==> config.mk <==
export PLATFORM = sky130hd
export DESIGN_NAME = hecc_engine
export DESIGN_NICKNAME = d
export VERILOG_FILES = /design/src/rtl/hecc_pkg.sv /design/src/rtl/hecc_beat_fold.sv /design/src/rtl/hecc_syndrome.sv /design/src/rtl/hecc_engine.sv
export SDC_FILE = /design/constraint.sdc
export NUM_CORES = 1
export LEC_CHECK = 0
export BUFFER_PORTS_ARGS = -buffer_cell sky130_fd_sc_hd__buf_2
export CORE_MARGIN = 4
export CORE_UTILIZATION = 56
export DETAILED_ROUTE_END_ITERATION = 7
export PLACE_DENSITY_LB_ADDON = 0.15
export SLEW_MARGIN = 20
export SYNTH_ARGS = -nofsm -noshare
export SYNTH_HDL_FRONTEND = slang
export SYNTH_SLANG_ARGS = --single-unit
==> constraint.sdc <==
create_clock -name clk -period 6.5 [get_ports clk]
set_input_delay 0.65 -clock clk [delete_from_list [all_inputs] [get_ports clk]]
set_output_delay 0.65 -clock clk [all_outputs]
set_load 0.01 [all_outputs]
==> src/rtl/hecc_pkg.sv <==
package hecc_pkg;

    typedef enum logic [1:0] {
        S_DATA = 2'd0,
        S_WAIT = 2'd1,
        S_CODE = 2'd2,
        S_DONE = 2'd3
    } hecc_state_e;

    typedef struct packed {
        logic any;
        logic multi;
        logic code;
    } hecc_flags_t;

endpackage

==> src/rtl/hecc_beat_fold.sv <==
// Folds one bus beat into the page code: the XOR of {word, bit} over set bits.
module hecc_beat_fold #(
    parameter int DATA_W = 16,
    parameter int WORD_W = 12,
    parameter int BIT_W  = 4
) (
    input  logic [DATA_W-1:0]       beat,
    input  logic                    wide,
    input  logic [WORD_W-1:0]       word_idx,
    output logic [WORD_W+BIT_W-1:0] contrib,
    output logic                    beat_par
);
    logic [DATA_W-1:0] bits;
    logic [BIT_W-1:0]  bit_x;
    logic              odd;

    always_comb begin
        bits = wide ? beat : {{(DATA_W-8){1'b0}}, beat[7:0]};
        bit_x = '0;
        for (int j = 0; j < DATA_W; j++) begin
            if (bits[j]) begin
                bit_x = bit_x ^ BIT_W'(j);
            end
        end
        odd      = ^bits;
        contrib  = {({WORD_W{odd}} & word_idx), bit_x};
        beat_par = odd;
    end
endmodule

==> src/rtl/hecc_syndrome.sv <==
// Classifies the syndrome between recomputed and received code words.
module hecc_syndrome
    import hecc_pkg::*;
#(
    parameter int POS_W = 16
) (
    input  logic [POS_W-1:0] calc_odd,
    input  logic [POS_W-1:0] calc_even,
    input  logic [POS_W-1:0] rx_odd,
    input  logic [POS_W-1:0] rx_even,
    output hecc_flags_t      flags,
    output logic [POS_W-1:0] loc,
    output logic [POS_W-1:0] aux
);
    localparam int OW = $clog2(2*POS_W + 1);

    logic [POS_W-1:0]   s0;
    logic [POS_W-1:0]   s1;
    logic [2*POS_W-1:0] sv;
    logic [OW-1:0]      ones;
    logic               blank;

    always_comb begin
        s0    = calc_odd ^ rx_odd;
        s1    = calc_even ^ rx_even;
        sv    = {s1, s0};
        blank = &{rx_even, rx_odd};
        ones  = '0;
        for (int k = 0; k < 2*POS_W; k++) begin
            ones = ones + OW'(sv[k]);
        end
        flags = '0;
        loc   = s0;
        aux   = s1;
        if (sv == '0) begin
            flags = '0;
        end else if (blank) begin
            flags.any   = 1'b1;
            flags.multi = 1'b1;
            loc         = '1;
        end else if ((s0 ^ s1) == '1) begin
            flags.any = 1'b1;
        end else if (ones == OW'(1)) begin
            flags.any  = 1'b1;
            flags.code = 1'b1;
        end else begin
            flags.any   = 1'b1;
            flags.multi = 1'b1;
        end
    end
endmodule

==> src/rtl/hecc_engine.sv <==
module hecc_engine
    import hecc_pkg::*;
#(
    parameter int BASE_BYTES = 528,
    parameter int DATA_W     = 16,
    parameter int WORD_W     = 12,
    parameter int BIT_W      = 4
) (
    input  logic        clk,
    input  logic        rst_n,
    input  logic        page_start,
    input  logic [1:0]  cfg_mode,
    input  logic        cfg_wide,
    input  logic        cfg_gap,
    input  logic        code_go,
    input  logic        beat_valid,
    input  logic [15:0] beat_data,
    output logic [15:0] parity_lo,
    output logic [15:0] parity_hi,
    output logic        err_any,
    output logic        err_multi,
    output logic        err_code,
    output logic        done
);
    localparam int POS_W     = WORD_W + BIT_W;
    localparam int CODE_W    = 2 * POS_W;
    localparam int MAX_BEATS = BASE_BYTES * 8;
    localparam int CNT_W     = $clog2(MAX_BEATS + 1);
    localparam int LANES_N   = CODE_W / 8;
    localparam int LANES_W   = CODE_W / DATA_W;
    localparam int CIDX_W    = $clog2(LANES_N);

    hecc_state_e        state, state_n;
    logic [1:0]         mode_q;
    logic               wide_q;
    logic               gap_q;
    logic [CNT_W-1:0]   cnt;
    logic [CNT_W-1:0]   lim;
    logic [POS_W-1:0]   acc;
    logic               par_q;
    logic [CODE_W-1:0]  rx_all, rx_n;
    logic [CIDX_W-1:0]  cidx;
    logic [POS_W-1:0]   res0, res1;
    hecc_flags_t        flags_q;
    logic               done_q;

    logic [POS_W-1:0]   contrib;
    logic               beat_par;
    logic [POS_W-1:0]   calc_even;
    logic               last_data;
    logic               last_code;
    hecc_flags_t        chk_flags;
    logic [POS_W-1:0]   chk_loc, chk_aux;

    hecc_beat_fold #(
        .DATA_W (DATA_W),
        .WORD_W (WORD_W),
        .BIT_W  (BIT_W)
    ) u_fold (
        .beat     (beat_data[DATA_W-1:0]),
        .wide     (wide_q),
        .word_idx (WORD_W'(cnt)),
        .contrib  (contrib),
        .beat_par (beat_par)
    );

    always_comb begin
        calc_even = acc ^ {POS_W{par_q}};
        lim       = CNT_W'((BASE_BYTES << mode_q) >> wide_q);
        last_data = (cnt == lim - CNT_W'(1));
        last_code = wide_q ? (cidx == CIDX_W'(LANES_W - 1))
                           : (cidx == CIDX_W'(LANES_N - 1));
        rx_n = rx_all;
        if (wide_q) begin
            rx_n[32'(cidx) * DATA_W +: DATA_W] = beat_data[DATA_W-1:0];
        end else begin
            rx_n[32'(cidx) * 8 +: 8] = beat_data[7:0];
        end
    end

    hecc_syndrome #(
        .POS_W (POS_W)
    ) u_synd (
        .calc_odd  (acc),
        .calc_even (calc_even),
        .rx_odd    (rx_n[POS_W-1:0]),
        .rx_even   (rx_n[CODE_W-1:POS_W]),
        .flags     (chk_flags),
        .loc       (chk_loc),
        .aux       (chk_aux)
    );

    // next-state decode
    always_comb begin
        state_n = state;
        unique case (state)
            S_DATA: if (beat_valid && last_data) state_n = gap_q ? S_WAIT : S_CODE;
            S_WAIT: if (code_go) state_n = S_CODE;
            S_CODE: if (beat_valid && last_code) state_n = S_DONE;
            S_DONE: state_n = S_DONE;
            default: state_n = S_DATA;
        endcase
    end

    // state register
    always_ff @(posedge clk or negedge rst_n) begin
        if (!rst_n) begin
            state <= S_DATA;
        end else if (page_start) begin
            state <= S_DATA;
        end else begin
            state <= state_n;
        end
    end

    // datapath registers
    always_ff @(posedge clk or negedge rst_n) begin
        if (!rst_n) begin
            mode_q  <= '0;
            wide_q  <= 1'b0;
            gap_q   <= 1'b0;
            cnt     <= '0;
            acc     <= '0;
            par_q   <= 1'b0;
            rx_all  <= '0;
            cidx    <= '0;
            res0    <= '0;
            res1    <= '0;
            flags_q <= '0;
            done_q  <= 1'b0;
        end else if (page_start) begin
            mode_q  <= cfg_mode;
            wide_q  <= cfg_wide;
            gap_q   <= cfg_gap;
            cnt     <= '0;
            acc     <= '0;
            par_q   <= 1'b0;
            rx_all  <= '0;
            cidx    <= '0;
            res0    <= '0;
            res1    <= '0;
            flags_q <= '0;
            done_q  <= 1'b0;
        end else begin
            done_q <= 1'b0;
            unique case (state)
                S_DATA: begin
                    if (beat_valid) begin
                        acc   <= acc ^ contrib;
                        par_q <= par_q ^ beat_par;
                        cnt   <= cnt + CNT_W'(1);
                    end
                end
                S_CODE: begin
                    if (beat_valid) begin
                        rx_all <= rx_n;
                        cidx   <= cidx + CIDX_W'(1);
                        if (last_code) begin
                            res0    <= chk_loc;
                            res1    <= chk_aux;
                            flags_q <= chk_flags;
                            done_q  <= 1'b1;
                        end
                    end
                end
                S_WAIT, S_DONE: begin
                end
                default: begin
                end
            endcase
        end
    end

    // outputs
    always_comb begin
        if (state == S_DONE) begin
            parity_lo = res0;
            parity_hi = res1;
        end else begin
            parity_lo = acc;
            parity_hi = calc_even;
        end
        err_any   = flags_q.any;
        err_multi = flags_q.multi;
        err_code  = flags_q.code;
        done      = done_q;
    end

    AST_DONE_ONE_CYCLE: assert property (@(posedge clk) disable iff (!rst_n)
        done |=> !done);
    AST_START_CLEARS: assert property (@(posedge clk) disable iff (!rst_n)
        page_start |=> (!err_any && !err_multi && !err_code && !done
                        && parity_lo == '0 && parity_hi == '0));
    AST_MULTI_HAS_ANY: assert property (@(posedge clk) disable iff (!rst_n)
        err_multi |-> err_any);
    AST_CODE_EXCLUSIVE: assert property (@(posedge clk) disable iff (!rst_n)
        err_code |-> (err_any && !err_multi));
    AST_SINGLE_COMPLEMENT: assert property (@(posedge clk) disable iff (!rst_n)
        (done && err_any && !err_multi && !err_code) |-> (parity_lo == ~parity_hi));
    AST_RESULT_HOLDS: assert property (@(posedge clk) disable iff (!rst_n)
        (state == S_DONE && !page_start) |=> ($stable(res0) && $stable(res1)
                                              && $stable(flags_q) && !done));
    AST_WAIT_IGNORES: assert property (@(posedge clk) disable iff (!rst_n)
        (state == S_WAIT && !page_start) |=> ($stable(rx_all) && $stable(acc)
                                              && $stable(cnt)));
endmodule

==> metrics.cfg, run 1 <==
[worst_setup_path]
worst-r2r-setup-slack_ns = 0.30
worst_path_dominant_cell_family = adder cells
end_kind = flip-flop
crit_chain = buf_4, ha_1, and4bb_2, a221oi_2, or3_1, and2_1, fa_1, fa_1, inv_1, fa_1, fa_1, fa_1, inv_1, fa_1, inv_1, fa_1, nor4b_2, and3_1, o211ai_2
cp-startpoint = cidx[0]
crit_path_frequent_cell = fa_1
cp-start-kind = flip-flop
crit_arrival_ns = 6.43
cp-endpoint = err_multi
criticalPathCategory = flip-flop to flip-flop
cp.buffers_inverters = 4
worstPathRequired_ns = 6.72
r2r_cells = 19
max_stage_delay_ns = 0.52
rr_startpoint = cidx[0]
cp_num_cells = 19
slowest_stage = fa_1
r2r-end = err_multi
crit_fanout = 8

[cts]
cts_tree = yes
clock-sinks = 106
numCtsBuffers = 9
root_buffer = clkbuf_16
hold_buffers = 0
cts_buffer_depth = 2
clk_latency_ns = 0.37
clk_pin_slew_worst_paths_ns = 0.08
ctsHtreeMaxLevel = 3

[synth]
synth_edf_count = 0
ys_ff_latch = 106
synth.area.top_cells = dfrtp_1 31%, xnor2_1 5.7%, fa_1 5.4%
syn_nets = 1044
synth_most_common_cell = nand2_1
avgSynthCellArea_um2 = 8.70
yosysWarnings = 0
ys.flop_type = dfrtp_1
yosysTopAreaCell = dfrtp_1
synth_top_area_share_pct = 31.1
ys_async_sr_fraction_pct = 100
synth_common_cells = 113 x nand2_1, 106 x dfrtp_1, 105 x nor2_1, 79 x a21oi_1, 55 x xnor2_1
yosysSeqAreaShare_pct = 31.1
syn_area_um2 = 8520
ys_types = 80
syn-instance-count = 980

[sta]
fmax_mhz = 161
skew_ns = 0.00938
rsz0062_at_grt = false
hold_violations = 0
slew_headroom_pct = 25.4
setup_tns_ns = 0
finalCritPeriodShare_pct = 95.4
worst_slack_ns = 0.297
fin_crit_ns = 6.20
slew_violations = 0
worst_pin_slew_ns = 1.12
setup_viol = 0

[die]
row_count = 44
io_pins = 61
initial_core_util_pct = 58.0
core_area_um2 = 14700
die_width_um = 131
die_y_um = 131
dieArea_um2 = 17300

[grt]
gr-usage-met3_pct = 6.00
top_usage_layer = met2
grt_antenna_before_repair = 0
grt_pass1_wl_um = 42900
grt-ovfl-total = 0
use_met1_pct = 43.0
grt_pass1_vias = 7549
grt_use_total_pct = 31.5
use_met2_pct = 48.4
grt_start_max_net_pins = 68

[layout]
drive_gt1_share_pct = 17.8
n_antenna_cell = 0
regArea_um2 = 2650
synthToLayoutAreaGrowth_pct = 11.7
multiInputGateArea_um2 = 5450
fillers = 1268
final_nets = 1098
final_util_pct = 64.8

[placed_design]
hpwl_um = 20700
post-place-ws_ns = 0.179
globalplace.congestion = 0.976
port_buffers = 60

[route]
drt_first_pass_iters = 5
vias_per_cell = 6.39
drc = 0
avgRoutedWirePerCell_um = 22.2
drtAntennaViolNets = 0
drtIter0Drc = 916
vias = 7810
drt_wl_total_um = 27100

[power]
p_total_mw = 3.96
ir_worst_vdd_v = 0.000559
powerDensity_nw_per_um2 = 416
leakagePower_nw = 4.27

[worst_hold_path]
hold_class = input pin to asynchronous set/reset pin

[flow_run]
cap_violations = 0

[status]
outcome = finished clean

## flip-flops by register name, indices dropped and copies added, names as in the netlist, 2 cells and up
name    count
acc        16
cidx        2
cnt        13
mode_q      2
res0       16
res1       16
rx_all     32
state       2
## stage by stage
step / std cells / cell area [um^2] / hold WS [ns]
finish: 1223 / 9520 / 0.266
global route: 1223 / 9520 / 0.311
CTS: 1222 / 9440 / 0.285
detailed placement: 1206 / 9130 / 0.484
global placement: 1206 / 9130 / 0.497
floorplan: 980 / 8530 / 0.354
## worst min path at each step
stage / startpoint / cells after the start / endpoint / slack (ns)
after floorplan: rst_n / 0 / acc[0] / 0.35
after global placement: err_code / 2 / err_code / 0.50
after detailed placement: err_multi / 2 / err_multi / 0.48
after CTS: rst_n / 1 / rx_all[29] / 0.28
after global routing: rst_n / 1 / rx_all[29] / 0.31
final: rst_n / 1 / rx_all[29] / 0.27
## cell type report
type / instances / share of cell area, %
multi-input cells: 755 / 57.2
flip-flops and latches: 106 / 27.9
clock buffers: 10 / 2.51
repair buffers: 108 / 7.12
clock inverters: 6 / 0.736
well taps: 184 / 2.42
inverters: 54 / 2.13
## repair_timing
action,CTS,global route
setup endpoints to repair,0,2
buffers inserted,0,1
hold endpoints to repair,0,0
resized for setup,0,14
## report_power, final
part	internal [mW]	leakage [nW]	switching, mW	total [mW]
combinational	1.21	2.65	1.49	2.70
clock	0.284	0.151	0.286	0.570
sequential	0.672	1.47	0.0256	0.697
total	2.17	4.27	1.80	3.96
## layer usage
metal / wire length [um] / part of all wire, %
met5: 0 / 0
met4: 1460 / 5.4
met1: 11200 / 41
met3: 2320 / 8.5
met2: 12100 / 45
## logic make-up after synthesis
family                     Yosys count  synth area share [%]
xor gates and xnor gates            99                  11.7
muxes                               29                  3.83
buffers and inverters              119                  5.90
adders and majority gates           39                  7.75
AOI/OAI and AO/OA                  218                  17.8
and+or+nand+nor                    370                  21.9
DFF                                106                  31.1
## placed cells by master (no fill, tap or decap), drive strengths merged, types with 17 or more instances in the layout
| cell | synthesis | routed |
|---|---|---|
| inv | 54 | 57 |
| nand2 | 113 | 113 |
| xnor2 | 56 | 56 |
| buf | 24 | 108 |
| mux2 | 19 | 19 |
| a21oi | 80 | 80 |
| o21ai | 32 | 32 |
| a211oi | 17 | 17 |
| nor2b | 30 | 30 |
| xor2 | 35 | 35 |
| dfrtp | 106 | 106 |
| nor2 | 105 | 105 |
| fa | 23 | 23 |
No activity file was read; power rests on OpenSTA's default activity.
==> inputs of run 2 (changes only) <==
==> constraint.sdc (replaced) <==
create_clock -name clk -period 6.5 [get_ports clk]
set_input_delay 0.325 -clock clk [delete_from_list [all_inputs] [get_ports clk]]
set_output_delay 0.325 -clock clk [all_outputs]
set_load 0.01 [all_outputs]
==> run 2 against run 1 <==
Global-route usage shrank 0.38 points. Total power grew 6.8%. Register-to-register slack worse by 0.04 ns. Sequential power hardly changed. Routed wire length decreased by 0.53%. Sequential share of layout area about the same. Clock-buffer cell count down 1. Sequential cell count is the same. Critical path type unchanged. Critical endpoint unchanged.
==> metrics.cfg, run 2 (synthesis results as in run 1) <==
[sta]
setup_tns_ns = 0  ; unchanged
skew_ns = 0.00794  ; -0.00144 ns
slew_headroom_pct = 39.5  ; +14 points
fmax_mhz = 160  ; -0.70%
hold_violations = 0  ; unchanged
setup_viol = 0  ; unchanged
rsz0062_at_grt = false
slew_violations = 0  ; unchanged
fin_crit_ns = 6.25  ; +0.0440 ns
worst_pin_slew_ns = 0.905  ; -0.215 ns
finalCritPeriodShare_pct = 96.1  ; +0.68 points

[route]
avgRoutedWirePerCell_um = 22.1  ; -0.28%
drtIter0Drc = 762  ; -17%
vias = 7616  ; -2.5%
vias_per_cell = 6.24  ; -2.2%
drt_first_pass_iters = 5  ; unchanged
drt_wl_total_um = 27000  ; -0.53%
drtAntennaViolNets = 0  ; unchanged
drc = 0  ; unchanged

[power]
leakagePower_nw = 4.26  ; -0.18%
powerDensity_nw_per_um2 = 444  ; +6.7%
ir_worst_vdd_v = 0.000869  ; +56%

[cts]
clk_pin_slew_worst_paths_ns = 0.09  ; about the same
clock-sinks = 106  ; unchanged
clk_latency_ns = 0.37  ; about the same
root_buffer = clkbuf_16
ctsHtreeMaxLevel = 3  ; unchanged
cts_buffer_depth = 2  ; unchanged
numCtsBuffers = 9  ; unchanged
cts_tree = yes

[placed_design]
place_area_um2 = 9100  ; -0.32%
globalplace.congestion = 0.965  ; -1.1%
hpwl_um = 20500  ; -1.1%
port_buffers = 60  ; unchanged
place_inst = 1202  ; -0.33%

[worst_hold_path]
hold_class = input pin to flip-flop
min_from = cfg_wide
holdPathStages = 3
whs_endpoint = wide_q

[layout]
final_util_pct = 64.8  ; about the same
finalNonFillerCells = 1220  ; -0.25%
stdcell_area_um2 = 9530  ; about the same
layout_common_cells = 113 x nand2_1, 105 x nor2_1, 105 x dfrtp_1
largest_register_ffs = 32  ; unchanged
drive_gt1_share_pct = 18.1  ; +0.24 points
synthToLayoutAreaGrowth_pct = 11.8  ; about the same
fillers = 1275  ; +0.55%
layout_commonest_cell = nand2_1
regMostFlops = rx_all
final_nets = 1095  ; -0.27%
n_antenna_cell = 0  ; unchanged

[die]
core_area_um2 = 14700  ; unchanged
die_y_um = 131  ; unchanged
row_count = 44  ; unchanged
initial_core_util_pct = 58.0  ; unchanged
dieArea_um2 = 17300  ; unchanged
io_pins = 61  ; unchanged
die_width_um = 131  ; unchanged

[worst_setup_path]
crit_fanout = 18  ; +10
worst_path_dominant_cell_family = adder cells
slowest_stage = fa_1
rr_startpoint = cidx[1]
max_stage_delay_ns = 0.51  ; about the same
r2r-end = err_multi
cp-start-kind = flip-flop
worstPathRequired_ns = 6.74  ; +0.02 ns
crit_chain = inv_2, ha_4, and4bb_2, a221oi_2, or3_1, and2_1, fa_1, fa_1, inv_1, fa_1, fa_1, fa_1, inv_1, fa_1, inv_1, fa_1, nor4b_4, and3_1, o211ai_2
r2r_cells = 19  ; unchanged
criticalPathCategory = flip-flop to flip-flop
cp.buffers_inverters = 4  ; unchanged
end_kind = flip-flop
crit_path_frequent_cell = fa_1
crit_arrival_ns = 6.49  ; +0.06 ns
worst-r2r-setup-slack_ns = 0.25  ; -0.04 ns

[grt]
grt_pass1_vias = 7361  ; -2.5%
grt_pass1_wl_um = 42000  ; -2.0%
grt_start_max_net_pins = 70  ; +2.9%
grt_antenna_before_repair = 0  ; unchanged
grt_use_total_pct = 31.2  ; -0.38 points
grt-ovfl-total = 0  ; unchanged

[status]
outcome = finished clean

[flow_run]
cap_violations = 0  ; unchanged

[run 2: timing repair]
action	CTS	global route
gates resized for setup	0	17
hold buffers	1	0
endpoints found under the hold margin	37	0
setup endpoints to repair	0	2
buffers inserted	0	1
[run 2: per-stage QoR]
| step | hold WS (ns) | setup WS [ns] | power, mW |
|---|---|---|---|
| after floorplan | 0.0294 | 0.000163 | 2.81 |
| after global placement | 0.331 | 0.166 | 3.38 |
| after detailed placement | 0.338 | 0.0518 | 3.44 |
| after CTS | 0.171 | 0.0770 | 4.03 |
| after global routing | 0.196 | 0.00547 | 4.74 |
| final | 0.165 | 0.253 | 4.24 |
[run 2: how the worst max path moves through the flow]
stage	to	depth (start not counted)	startpoint	slack [ns]
floorplan	err_multi	25	cidx[0]	0.0002
global placement	err_multi	19	cidx[1]	0.17
detailed placement	err_code	19	cidx[1]	0.05
CTS	err_code	19	cidx[1]	0.08
global route	err_code	21	cidx[0]	0.005
finish	err_multi	19	cidx[1]	0.25
[run 2: where the power goes]
part	internal (mW)	switching, mW	leakage, nW
Combinational	1.33	1.62	2.64
Sequential	0.672	0.0222	1.47
Clock	0.280	0.310	0.154
[run 2: area by class of cell]
| cell class | instances | area (um^2) | share of cell area [%] |
|---|---|---|---|
| clock buffer | 9 | 225 | 2.36 |
| clock inverter | 7 | 91.3 | 0.959 |
| inverter | 54 | 203 | 2.13 |
| multi-input combinational | 755 | 5470 | 57.4 |
| sequential | 106 | 2650 | 27.9 |
| tap | 184 | 230 | 2.42 |
| timing repair buffer | 105 | 658 | 6.91 |
[run 2: tightest hold or removal path, cell delays in order]
cell and delay [ns]:
buf_2 0.08, nand2_1 0.04, o21ai_0 0.06
[run 2: metal layers]
layer / GRT usage (%) / vias up / wire, um
met2: 49.8 / 345 / 12400
met5: 0 / - / 0
li1: - / 3530 / -
met4: 14.0 / 0 / 1270
met3: 5.43 / 73 / 1990
met1: 41.9 / 3668 / 11300
